**src/rtl/flash_prog_pkg.sv**
```systemverilog
package flash_prog_pkg;
  localparam int DATA_W = 16;
  localparam int CTRL_W = 16;
  localparam int EXE_BIT = 15;
  localparam int KEYH_BIT = 13;
  localparam int KEYL_BIT = 12;
  localparam int MODE_LSB = 8;
  localparam logic [1:0] MODE_PROGRAM = 2'b10;

  typedef struct packed {
    logic capture;
    logic loadLo;
    logic loadHi;
    logic setMode;
    logic fire;
    logic clear;
  } strobe_t;
endpackage

```
**src/rtl/fwp_datapath.sv**
```systemverilog
module fwp_datapath
  import flash_prog_pkg::*;
#(
  parameter int ADDR_W = 16,
  parameter int SEG_N = 8
) (
  input  logic                clk,
  input  logic                rstN,
  input  strobe_t             stb,
  input  logic [ADDR_W-1:0]   targetAddr,
  input  logic [DATA_W-1:0]   wantData,
  input  logic [DATA_W-1:0]   readData,
  output logic                inNeedLo,
  output logic                inNeedHi,
  output logic                keptNeedHi,
  output logic [ADDR_W-1:0]   flashAddr,
  output logic [DATA_W-1:0]   flashData,
  output logic [CTRL_W-1:0]   ctrlWord
);
  localparam int SEG_IDX_W = $clog2(SEG_N);
  localparam int HALF_W = DATA_W / 2;

  logic [DATA_W-1:0] needIn, keptNeed, needSel;
  logic [ADDR_W-1:0] keptAddr, addrSel;
  logic [SEG_N-1:0]  segOneHot, keptSeg;
  logic [SEG_IDX_W-1:0] segIdx;
  logic [CTRL_W-1:0] modeWord;

  assign needIn = readData & ~wantData;
  assign inNeedLo = |needIn[HALF_W-1:0];
  assign inNeedHi = |needIn[DATA_W-1:HALF_W];
  assign keptNeedHi = |keptNeed[DATA_W-1:HALF_W];
  assign needSel = stb.capture ? needIn : keptNeed;
  assign addrSel = stb.capture ? targetAddr : keptAddr;
  assign segIdx = targetAddr[ADDR_W-1 -: SEG_IDX_W];

  always_comb begin
    segOneHot = '0;
    segOneHot[segIdx] = 1'b1;
  end

  always_comb begin
    modeWord = '0;
    modeWord[MODE_LSB +: 2] = MODE_PROGRAM;
    for (int i = 0; i < SEG_N; i++) modeWord[i] = keptSeg[i];
  end

  always_ff @(posedge clk or negedge rstN) begin
    if (!rstN) begin
      keptNeed <= '0;
      keptAddr <= '0;
      keptSeg <= '0;
    end else if (stb.capture) begin
      keptNeed <= needIn;
      keptAddr <= targetAddr;
      keptSeg <= segOneHot;
    end
  end

  always_ff @(posedge clk or negedge rstN) begin
    if (!rstN) begin
      flashAddr <= '0;
      flashData <= '0;
    end else if (stb.loadLo) begin
      flashAddr <= addrSel;
      flashData <= {{HALF_W{1'b1}}, ~needSel[HALF_W-1:0]};
    end else if (stb.loadHi) begin
      flashAddr <= addrSel;
      flashData <= {~needSel[DATA_W-1:HALF_W], {HALF_W{1'b1}}};
    end
  end

  always_ff @(posedge clk or negedge rstN) begin
    if (!rstN) begin
      ctrlWord <= '0;
    end else if (stb.clear) begin
      ctrlWord <= '0;
    end else if (stb.setMode) begin
      ctrlWord <= modeWord;
    end else if (stb.fire) begin
      ctrlWord[EXE_BIT] <= 1'b1;
      ctrlWord[KEYH_BIT] <= 1'b1;
      ctrlWord[KEYL_BIT] <= 1'b0;
    end
  end
endmodule

```
**src/rtl/fwp_control.sv**
```systemverilog
module fwp_control
  import flash_prog_pkg::*;
#(
  parameter int PGM_MODE_CYCLES = 4,
  parameter int PGM_CYCLES = 8,
  parameter int BUSY_CYCLES = 4
) (
  input  logic    clk,
  input  logic    rstN,
  input  logic    startReq,
  input  logic    inNeedLo,
  input  logic    inNeedHi,
  input  logic    keptNeedHi,
  output strobe_t stb,
  output logic    busy,
  output logic    done
);
  localparam int MAX_WAIT = (PGM_MODE_CYCLES > PGM_CYCLES)
    ? ((PGM_MODE_CYCLES > BUSY_CYCLES) ? PGM_MODE_CYCLES : BUSY_CYCLES)
    : ((PGM_CYCLES > BUSY_CYCLES) ? PGM_CYCLES : BUSY_CYCLES);
  localparam int CNT_W = $clog2(MAX_WAIT + 1);
  localparam logic [CNT_W-1:0] LAST_SETTLE = CNT_W'(PGM_MODE_CYCLES - 1);
  localparam logic [CNT_W-1:0] LAST_HOLD = CNT_W'(PGM_CYCLES - 1);
  localparam logic [CNT_W-1:0] LAST_RECOV = CNT_W'(BUSY_CYCLES - 1);

  typedef enum logic [2:0] {S_IDLE, S_MODE, S_SETTLE, S_HOLD, S_RECOV} state_t;

  state_t state, stateNext;
  logic [CNT_W-1:0] cnt, cntNext;
  logic onHi, onHiNext, doneNext;

  always_comb begin
    stb = '0;
    stateNext = state;
    cntNext = cnt + 1'b1;
    onHiNext = onHi;
    doneNext = 1'b0;
    case (state)
      S_IDLE: begin
        cntNext = '0;
        if (startReq) begin
          stb.capture = 1'b1;
          if (inNeedLo) begin
            stb.loadLo = 1'b1;
            onHiNext = 1'b0;
            stateNext = S_MODE;
          end else if (inNeedHi) begin
            stb.loadHi = 1'b1;
            onHiNext = 1'b1;
            stateNext = S_MODE;
          end else begin
            doneNext = 1'b1;
          end
        end
      end
      S_MODE: begin
        stb.setMode = 1'b1;
        cntNext = '0;
        stateNext = S_SETTLE;
      end
      S_SETTLE: if (cnt == LAST_SETTLE) begin
        stb.fire = 1'b1;
        cntNext = '0;
        stateNext = S_HOLD;
      end
      S_HOLD: if (cnt == LAST_HOLD) begin
        stb.clear = 1'b1;
        cntNext = '0;
        stateNext = S_RECOV;
      end
      S_RECOV: if (cnt == LAST_RECOV) begin
        cntNext = '0;
        if (!onHi && keptNeedHi) begin
          stb.loadHi = 1'b1;
          onHiNext = 1'b1;
          stateNext = S_MODE;
        end else begin
          doneNext = 1'b1;
          stateNext = S_IDLE;
        end
      end
      default: stateNext = S_IDLE;
    endcase
  end

  always_ff @(posedge clk or negedge rstN) begin
    if (!rstN) begin
      state <= S_IDLE;
      cnt <= '0;
      onHi <= 1'b0;
      done <= 1'b0;
    end else begin
      state <= stateNext;
      cnt <= cntNext;
      onHi <= onHiNext;
      done <= doneNext;
    end
  end

  assign busy = (state != S_IDLE);
endmodule

```
**src/rtl/flash_word_prog.sv**
```systemverilog
module flash_word_prog
  import flash_prog_pkg::*;
#(
  parameter int ADDR_W = 16,
  parameter int SEG_N = 8,
  parameter int PGM_MODE_CYCLES = 4,
  parameter int PGM_CYCLES = 8,
  parameter int BUSY_CYCLES = 4
) (
  input  logic              clk,
  input  logic              rstN,
  input  logic              startReq,
  input  logic [ADDR_W-1:0] targetAddr,
  input  logic [15:0]       wantData,
  input  logic [15:0]       readData,
  output logic [ADDR_W-1:0] flashAddr,
  output logic [15:0]       flashData,
  output logic [15:0]       ctrlWord,
  output logic              busy,
  output logic              done
);
  strobe_t stb;
  logic inNeedLo, inNeedHi, keptNeedHi;

  fwp_control #(
    .PGM_MODE_CYCLES(PGM_MODE_CYCLES),
    .PGM_CYCLES(PGM_CYCLES),
    .BUSY_CYCLES(BUSY_CYCLES)
  ) u_ctrl (
    .clk(clk), .rstN(rstN), .startReq(startReq),
    .inNeedLo(inNeedLo), .inNeedHi(inNeedHi), .keptNeedHi(keptNeedHi),
    .stb(stb), .busy(busy), .done(done)
  );

  fwp_datapath #(.ADDR_W(ADDR_W), .SEG_N(SEG_N)) u_dp (
    .clk(clk), .rstN(rstN), .stb(stb),
    .targetAddr(targetAddr), .wantData(wantData), .readData(readData),
    .inNeedLo(inNeedLo), .inNeedHi(inNeedHi), .keptNeedHi(keptNeedHi),
    .flashAddr(flashAddr), .flashData(flashData), .ctrlWord(ctrlWord)
  );
endmodule

```
**config.mk**
```make
export PLATFORM = sky130hd
export DESIGN_NAME = flash_word_prog
export DESIGN_NICKNAME = d
export VERILOG_FILES = /design/src/rtl/flash_prog_pkg.sv /design/src/rtl/fwp_datapath.sv /design/src/rtl/fwp_control.sv /design/src/rtl/flash_word_prog.sv
export SDC_FILE = /design/constraint.sdc
export NUM_CORES = 1
export LEC_CHECK = 0
export BUFFER_PORTS_ARGS = -buffer_cell sky130_fd_sc_hd__buf_2
export CORE_MARGIN = 8
export CORE_UTILIZATION = 52
export CTS_BUF_LIST = sky130_fd_sc_hd__clkbuf_16
export DETAILED_ROUTE_END_ITERATION = 8
export GPL_TIMING_DRIVEN = 0
export HOLD_SLACK_MARGIN = 0.03
export PLACE_DENSITY = 0.85
export SKIP_CTS_REPAIR_TIMING = 1
export SYNTH_ARGS = -nofsm -noshare
export SYNTH_HDL_FRONTEND = slang
export SYNTH_SLANG_ARGS = --single-unit
```
**constraint.sdc**
```tcl
create_clock -name clk -period 2.4 [get_ports clk]
set_input_delay 0.12 -clock clk [delete_from_list [all_inputs] [get_ports clk]]
set_output_delay 0.12 -clock clk [all_outputs]
set_load 0.02 [all_outputs]
```
Yosys cells after proc, flatten, opt, wreduce, memory -nomap -nowiden
Index checks and enable logic that the tools add are counted. Widths: inputs -> output; s select.

Word-level logic and storage cells: 97. Output and inout bits: 50. Bits in registers: 97. Input bits: 51.

Order comparisons: 2. Multiplexer cells: 51. Reductions and logical operators: 16. Equal/unequal tests: 12. Bitwise gates (word level): 4. $add $sub $neg: 1.

Operator list (count): $mux 16 (7); $mux 1 (25); $reduce_or 8->1 (3); $mux 3 (7); $and 16x16->16 (1); $not 16->16 (1); $not 8->8 (2); $pmux 3 s5 (1); $mux 12 (1); $pmux 4 s3 (1); $reduce_and 5->1 (2); $mux 4 (2); $ne 2x1->1 const B (4); $eq 3x2->1 const B (2); $mux 2 (3); $pmux 1 s2 (3); $reduce_bool 2->1 (3); $reduce_bool 3->1 (2); $add 4x1->4 const B (1); $eq 4x2->1 const B (1); $eq 4x3->1 const B (1); $lt 3x4->1 const B (1); $reduce_or 2->1 (2); $demux 1 s3 (1); other kinds (8) (9).

Longest topological paths before layout
Gate-level depths: netlist (run 1).

Word-level depth: 11. Depth in mapped cells: 8.

Modules after synthesis
Synthesis (run 1) repeated with hierarchy kept, for this count alone.

Cells, all modules: 341. Area, all modules: 3988.8 sq um.

By module, submodules not included: fwp_datapath (area each 3422.0 sq um, times used 1, cells each 276); fwp_control (area each 566.8 sq um, times used 1, cells each 65).

Worst setup path after synthesis (run 1)
No wires, ideal clock.

Path type: reg2reg. From: reg u_ctrl.state[1]. To: reg u_dp.flashAddr[10]. Buffers on the path: 3. Arrival: 1.939 ns. Cell stages (with the launch flop): 8. Path slack: 0.336 ns. Path through: dfrtp_1 > buf_6 > or3_4 > or2_1 > buf_6 > o21ai_4 > buf_12 > mux2_4.

Word-level cells in the longest chain between the ends: 5. Elaborated cells between the ends (all ways): 8.

Ends and longest elaborated chain: start: declaration (RTL line fwp_control.sv:28) `state_t state, stateNext;`; start signal: assignment (RTL line fwp_control.sv:93) `state <= stateNext;`; $logic_not 3->1 (RTL line fwp_control.sv:38) `case (state)`; $mux 2 (RTL line fwp_control.sv:38); $mux 16 (RTL line fwp_datapath.sv:34) `assign addrSel = stb.capture ? targetAddr : keptAddr;`; $mux 16 (RTL line fwp_datapath.sv:67) `end else if (stb.loadHi) begin`; $mux 16 (RTL line fwp_datapath.sv:64) `end else if (stb.loadLo) begin`; end signal: assignment (RTL line fwp_datapath.sv:65) `flashAddr <= addrSel;`; end signal: assignment (RTL line fwp_datapath.sv:68) `flashAddr <= addrSel;`; end: declaration (RTL line fwp_datapath.sv:16) `output logic [ADDR_W-1:0] flashAddr,`.

Several ways; a longest one is shown, not always the timed one. The select of a mux whose other input is x is not followed. A chain may end at the register's enable or synchronous reset.

Final worst setup path (run 1)
From: reg u_ctrl.cnt[0]. To: reg u_dp.flashData[10].

Word-level cells in the longest chain between the ends: 4.

Ends and longest elaborated chain: start: declaration (RTL line fwp_control.sv:29) `logic [CNT_W-1:0] cnt, cntNext;`; start signal: assignment (RTL line fwp_control.sv:94) `cnt <= cntNext;`; $eq 4x2->1 (RTL line fwp_control.sv:71) `S_RECOV: if (cnt == LAST_RECOV) begin`; $mux 1 (RTL line fwp_control.sv:71); $pmux 1 s2 (RTL line fwp_control.sv:38); $reduce_bool 2->1 (no line); end signal: assignment (RTL line fwp_datapath.sv:66) `flashData <= {{HALF_W{1'b1}}, ~needSel[HALF_W-1:0]};`; end signal: assignment (RTL line fwp_datapath.sv:69) `flashData <= {~needSel[DATA_W-1:HALF_W], {HALF_W{1'b1}}};`; end: declaration (RTL line fwp_datapath.sv:17) `output logic [DATA_W-1:0] flashData,`.

No other way between the ends.

==> results of run 1 <==
-- layer usage --
metal | track usage [%] | up-vias
met5 | 0 | -
met4 | 9.884 | 0
met3 | 5.329 | 22
met2 | 27.74 | 118
met1 | 22.05 | 1406
li1 | - | 1396
-- synth_stat cells (all sizes together), types with 2 or more instances --
cell type,count
nor2b,12
xor2,2
inv,7
o41ai,5
or2,2
nor2,19
or4,2
o31ai,2
dfrtp,83
mux2,16
clkbuf,6
o31a,2
buf,19
a21oi,7
nor4,2
nand3,5
o21ai,22
nand2b,10
a21o,9
a22o,16
nand2,66
nand4,3
o21a,9
-- registers in the layout, summed over array words and instances (netlist names) --
name,flops
u_ctrl.onHi,1
u_dp.keptNeed,8
u_ctrl.state,3
u_dp.keptAddr,16
u_dp.keptSeg,8
u_dp.flashData,16
u_dp.flashAddr,16
u_dp.ctrlWord,10
u_ctrl.cnt,4
u_ctrl.done,1
-- cells by family after synthesis --
| family | count (synthesis) | synth area share [%] |
|---|---|---|
| AND/OR/NAND/NOR | 124 | 15.71 |
| flip-flops | 83 | 56.44 |
| AO/OA/AOI/OAI | 78 | 15.16 |
| buffers and inverters | 32 | 5.372 |
| multiplexers | 17 | 6.392 |
| XOR/XNOR | 2 | 0.4761 |
| adder cells (fa/ha/maj) | 1 | 0.3400 |
| other | 1 | 0.1019 |
-- worst max path at each step --
stage,startpoint,endpoint,cells past startpoint
final,u_ctrl.cnt[0],u_dp.flashData[10],6
after global routing,u_dp.keptNeed[12],u_dp.flashData[10],6
after CTS,u_dp.keptNeed[12],u_dp.flashData[12],6
after detailed placement,u_dp.keptNeed[12],u_dp.flashData[12],6
after global placement,u_dp.keptNeed[13],u_dp.flashData[12],6
after floorplan,u_ctrl.state[1],u_dp.flashAddr[10],7
-- layout by cell type (no fill, tap or decap), drive strengths merged, types with 2 or more instances in the layout --
cell type | netlist | routed
nand2b | 10 | 10
nand4 | 3 | 3
a21oi | 7 | 7
a21o | 9 | 9
nor4 | 2 | 2
a22o | 16 | 16
nand2 | 66 | 66
inv | 7 | 11
o31ai | 2 | 2
clkinvlp | 0 | 2
xor2 | 2 | 2
nand3 | 5 | 5
buf | 19 | 114
nor2 | 19 | 19
nor2b | 12 | 12
dfrtp | 83 | 83
dlygate4sd3 | 0 | 11
o31a | 2 | 2
or4 | 2 | 2
conb | 1 | 5
or2 | 2 | 2
o21a | 9 | 9
clkbuf | 6 | 15
mux2 | 16 | 16
o41ai | 5 | 5
o21ai | 22 | 22
-- critical path: stages, from the launching register on --
cell and delay [ns]:
dfrtp_1 0.38, ha_1 0.25, nor2b_1 0.37, nand4_1 0.28
clkbuf_1 0.29, a21boi_4 0.24, a22o_1 0.27
-- layout make-up --
| type | instances | area share, % |
|---|---|---|
| Buffer | 25 | 3.616 |
| Tap cell | 96 | 2.534 |
| Multi-Input combinational cell | 227 | 30.11 |
| Timing Repair Buffer | 106 | 12.88 |
| Clock inverter | 7 | 1.689 |
| Antenna cell | 1 | 0.05278 |
| Sequential cell | 83 | 43.81 |
| Inverter | 7 | 0.5542 |
| Clock buffer | 9 | 4.751 |
-- through the flow --
step | setup WS, ns | cell area [µm²] | total power, mW | std cells
floorplan | 0.3362 | 3695 | 3.672 | 342
global placement | 0.2016 | 4285 | 4.254 | 532
detailed placement | 0.1857 | 4315 | 4.360 | 533
CTS | 0.1704 | 4621 | 5.787 | 549
global route | 0.08643 | 4741 | 6.129 | 561
finish | 0.2063 | 4741 | 5.812 | 561
-- report_power, final --
| part | leakage [nW] | internal, mW | switching, mW |
|---|---|---|---|
| Combinational | 1.22 | 0.902 | 1.25 |
| Clock | 0.143 | 0.821 | 0.595 |
| Sequential | 1.02 | 1.96 | 0.290 |
| Total | 2.39 | 3.68 | 2.13 |
==> flow_metrics.tcl, run 1 <==
set metrics [dict create \
    drt_wl_total_um 9396 \
    rsz0062_at_grt "false" \
    r2r_slack_ns 0.21 \
    netlist_instances 338 \
    viasPerCell 5.244 \
    period_share_pct 91.40 \
    root_buffer "clkbuf_16" \
    grt_max_degree 46 \
    synth_warnings 0 \
    io_buffers 94 \
    status "complete, but fails checks" \
    dr.first_iter.drc_count 109 \
    wl_met3_um 603 \
    pin_count 101 \
    wl_met2_um 4747 \
    clkLatencyLatePin_ns 0.34 \
    worstPathArrival_ns 2.41 \
    drive_above_1_share_pct 32.54 \
    worst_pin_slew_ns 0.5849 \
    hold_class "primary input to register" \
    core_area_um2 6832 \
    syn-cell-area_um2 3680 \
    synthArstFlopShare_pct 100.0 \
    setup_viol 0 \
    start_util_pct 53.86 \
    finalClockSkew_ns 0.01261 \
    grt_use_total_pct 17.97 \
    max_freq_ghz 0.4559 \
    violations "hold timing" \
    die_area_um2 10020 \
    hold_path.startpoint "targetAddr[3]" \
    ys_seq_area_share_pct 56.44 \
    slew_violations 0 \
    clkTransAtPathRegs_ns 0.06 \
    worstSetupPathType "register to register" \
    grt.overflow.total 0 \
    hold_viol 1 \
    grt_pass1_vias 2990 \
    cp-end-kind "register" \
    cp_max_fo 10 \
    ctsHtreeMaxLevel 3 \
    synthTopCellsByArea "dfrtp_1 56%, nand2_1 6.7%, mux2_4 4.9%, a22o_1 3.8%, o21ai_0 2.9%" \
    drt-wirelength-per-cell_um 16.75 \
    fillers 531 \
    drv_cap 0 \
    grt_pass1_wl_um 14280 \
    die_height_um 100.1 \
    leakage_nw 2.389 \
    r2r.worst_path.cells 6 \
    ys_types 43 \
    cp.required_ns 2.62 \
    synth.avg_cell_area_um2 10.89 \
    peakVddDrop_uv 712.2 \
    firstDrtPassIters 4 \
    fin_util_pct 69.40 \
    timing.setup.tns_ns 0 \
    cts_tree "built" \
    cts_made_buffers 9 \
    num_vias 2942 \
    relSlewSlack_pct 60.86 \
    power_density_nw_per_um2 1226 \
    die_x_um 100.1 \
    dp_hpwl_um 6531 \
    regArea_um2 2077 \
    synth_edf_count 0 \
    start_kind "register" \
    fin_crit_ns 2.194 \
    hold_path_depth 3 \
    fin_nets 511 \
    clock_path_buffers 2 \
    area_growth_pct 28.83 \
    ys.flop_type "dfrtp_1" \
    drc 0 \
    gp_congestion 0.8748 \
    holdPathEnd "u_dp.keptAddr[3]" \
    synth.top_cell.area_share_pct 56.44 \
    antenna_found_initial 1 \
    multi_input_area_um2 1428 \
    synth_top_area_cell "dfrtp_1" \
    antenna_left 0 \
    rows 30 \
    rr_startpoint "u_ctrl.cnt[0]" \
    wl_met1_um 3842 \
    hold_slack_ns -0.002364 \
    r2r_end "u_dp.flashData[10]" \
    cts.sinks 83 \
    topRoutingLayerUsed "met4" \
    synth-seq-cells 83 \
]
Power figures use the tool's default switching activity.
==> inputs of run 2 (changes only) <==
--- a/config.mk
+++ b/config.mk
@@ -7,13 +7,14 @@
 export LEC_CHECK = 0
 export BUFFER_PORTS_ARGS = -buffer_cell sky130_fd_sc_hd__buf_2
 export CORE_MARGIN = 8
-export CORE_UTILIZATION = 52
+export CORE_UTILIZATION = 53
 export CTS_BUF_LIST = sky130_fd_sc_hd__clkbuf_16
 export DETAILED_ROUTE_END_ITERATION = 8
 export GPL_TIMING_DRIVEN = 0
 export HOLD_SLACK_MARGIN = 0.03
-export PLACE_DENSITY = 0.85
+export PLACE_DENSITY = 0.86
 export SKIP_CTS_REPAIR_TIMING = 1
 export SYNTH_ARGS = -nofsm -noshare
 export SYNTH_HDL_FRONTEND = slang
+export SYNTH_HIERARCHICAL = 1
 export SYNTH_SLANG_ARGS = --single-unit
==> run 2 against run 1 <==
Effect of this change:
- the flow now finishes without violations
- fmax decreased by 2.0%
- setup slack got worse by 0.045 ns
- sequential share of layout area increased by 2.2 points
- routed wire length decreased by 3.5%
- register-to-register slack got worse by 0.04 ns
==> flow_metrics.tcl, run 2 <==
set metrics [dict create \
    drv_cap 0 \
    rows 31 \
    ys.flop_type "dfrtp_1" \
    finalClockSkew_ns 0.006717 \
    ys_types 44 \
    synthTopCellsByArea "dfrtp_1 57%, mux2_2 6.8%, mux2_4 3.8%, mux2i_1 2.8%, nor2b_1 2.7%" \
    viasPerCell 5.294 \
    fin_util_pct 68.19 \
    crit_path_start "u_ctrl/state[0]" \
    setup_viol 0 \
    cts.sinks 91 \
    die_x_um 102.8 \
    slowest_delay_ns 0.41 \
    drt-wirelength-per-cell_um 16.28 \
    grt.overflow.total 0 \
    synth_top_area_cell "dfrtp_1" \
    place_ws_ns -0.09467 \
    regArea_um2 2277 \
    cp-end-kind "register" \
    r2r_end "u_dp/flashData[13]" \
    period_share_pct 93.28 \
    grt_use_total_pct 17.85 \
    synth.top_cell.area_share_pct 57.09 \
    io_buffers 95 \
    synth-seq-cells 91 \
    die_area_um2 10560 \
    hold_class "primary input to register" \
    worst_pin_slew_ns 0.5020 \
    synth.avg_cell_area_um2 11.70 \
    area_growth_pct 24.00 \
    synthArstFlopShare_pct 100.0 \
    setup_slack_ns 0.1614 \
    firstDrtPassIters 4 \
    pwr-share-comb_pct 35.8 \
    synth_edf_count 0 \
    yosysMostFrequentCell "dfrtp_1" \
    grt_pass1_wl_um 14710 \
    worstPathCellList "buf_2 > nor3_2 > nand2_1 > inv_1 > buf_4 > buf_4 > buf_2 > nand3_1 > a31o_2" \
    root_buffer "clkbuf_16" \
    pwr-share-clk_pct 23.3 \
    p_sw_mw 2.084 \
    antenna_found_initial 0 \
    synthAdderAreaFrac_pct 0.3137 \
    core_area_um2 7253 \
    timing.setup.tns_ns 0 \
    cts_tree "built" \
    netlist_instances 341 \
    rr_startpoint "u_ctrl/state[0]" \
    worstSetupPathType "register to register" \
    power_density_nw_per_um2 1212 \
    die_height_um 102.8 \
    relSlewSlack_pct 65.67 \
    synth_warnings 6 \
    rsz0062_at_grt "false" \
    multi_input_area_um2 1458 \
    clock_path_buffers 2 \
    synth_compound_area_share_pct 8.877 \
    antenna_left 0 \
    hold_viol 0 \
    drt_wl_total_um 9069 \
    pwr-share-seq_pct 40.9 \
    p_sw_share_pct 34.77 \
    start_kind "register" \
    ctsHtreeMaxLevel 3 \
    dp_cells 540 \
    yosys-top-cells-count "91 x dfrtp_1, 26 x inv_1, 24 x mux2_2" \
    clkLatencyLatePin_ns 0.33 \
    fin_crit_ns 2.239 \
    dr.first_iter.drc_count 127 \
    r2r.worst_path.cells 9 \
    synth_simple_gate_area_share_pct 13.14 \
    r2r_slack_ns 0.16 \
    fillers 535 \
    slowest_stage "dfrtp_1" \
    worstPathArrival_ns 2.45 \
    critPathCapture "u_dp/flashData[13]" \
    grt_max_degree 77 \
    fin_cells 557 \
    power.total_mw 5.994 \
    peakVddDrop_uv 607.0 \
    synth_mux_area_share_pct 13.30 \
    cts_made_buffers 9 \
    diodes 0 \
    grt_pass1_vias 3065 \
    syn-cell-area_um2 3989 \
    num_vias 2949 \
    drive_above_1_share_pct 37.77 \
    cp_max_fo 10 \
    mostFrequentLayoutCell "buf_2" \
    ys_seq_area_share_pct 57.09 \
    synth_top_family_by_area "multiplexers" \
    synth_xor_area_share_pct 0.4391 \
    dp_hpwl_um 6631 \
    cp.required_ns 2.61 \
    pin_count 101 \
    internal_power_mw 3.910 \
    start_util_pct 54.99 \
    fin_nets 505 \
    drc 0 \
    gp_congestion 0.8468 \
    leakage_nw 2.382 \
    max_freq_ghz 0.4467 \
    slew_violations 0 \
    status "completed" \
    clkTransAtPathRegs_ns 0.07 \
    final_cell_mix "102 x buf_2, 91 x dfrtp_1, 26 x inv_1, 24 x mux2_2" \
]
-- run 2: changes by cell type after synthesis, moves of 7 or more --
cell     change
mux2i_1     +10
o21a_1       -9
nand2_1     -49
o21ai_0     -12
nor3_1      +14
a21oi_1      +8
a21o_1       -7
inv_1       +19
mux2_2      +20
dfrtp_1      +8
a22o_1      -16
-- run 2: cell type report --
cell class,instances,area share (%)
Tap cell,99,2.504
Multi-Input combinational cell,203,29.47
Clock inverter,7,1.543
Inverter,26,1.973
Timing Repair Buffer,97,10.42
Sequential cell,91,46.04
Clock buffer,9,4.554
Buffer,25,3.491
-- run 2: power groups by stage --
stage	clock (mW)	combinational, mW	sequential, mW
2_1_floorplan	0	1.21	2.73
3_3_place_gp	0	2.06	2.44
3_5_place_dp	0	2.15	2.47
4_1_cts	1.44	2.16	2.46
5_1_grt	1.50	2.36	2.53
6_report	1.40	2.14	2.45
-- run 2: cells by family (layout without fill, tap and decap cells) --
group           count (synthesis)  in the layout
flops                          91             91
other cells                     1              5
simple gates                   97             97
xor+xnor                        2              2
mux                            45             45
compound gates                 53             53
buf+inv                        51            164
fa+ha+maj                       1              1
-- run 2: how the worst min path moves through the flow --
stage             startpoint               end  cells after the start
4_1_cts                 rstN       u_ctrl/done                      1
2_1_floorplan           rstN     u_ctrl/cnt[0]                      0
3_5_place_dp            rstN       u_ctrl/done                      1
5_1_grt        targetAddr[1]  u_dp/keptAddr[1]                      2
3_3_place_gp   targetAddr[4]  u_dp/keptAddr[4]                      2
6_report       targetAddr[4]  u_dp/keptAddr[4]                      2
-- run 2: worst max-delay path: cells and delay by family (launching register included) --
family | cells | cell delay [ns]
buffers and inverters | 5 | 0.89
AO/OA/AOI/OAI | 1 | 0.25
AND/OR/NAND/NOR | 3 | 0.57
flip-flops | 1 | 0.41
-- run 2: layer usage --
layer  routed length, µm  vias to the layer above  GRT usage [%]
met5                   0                        -              0
met1                3706                     1451          21.47
li1                    -                     1384              -
met3                 705                        6          5.334
met4                  45                        0          4.561
met2                4611                      108          30.57
-- run 2: stage by stage --
step | hold slack, ns | instance area, µm²
6_report | 0.03687 | 4946
5_1_grt | 0.03005 | 4946
4_1_cts | -0.3425 | 4935
3_5_place_dp | 0.005479 | 4633
3_3_place_gp | 0.3660 | 4603
2_1_floorplan | -0.1756 | 4004
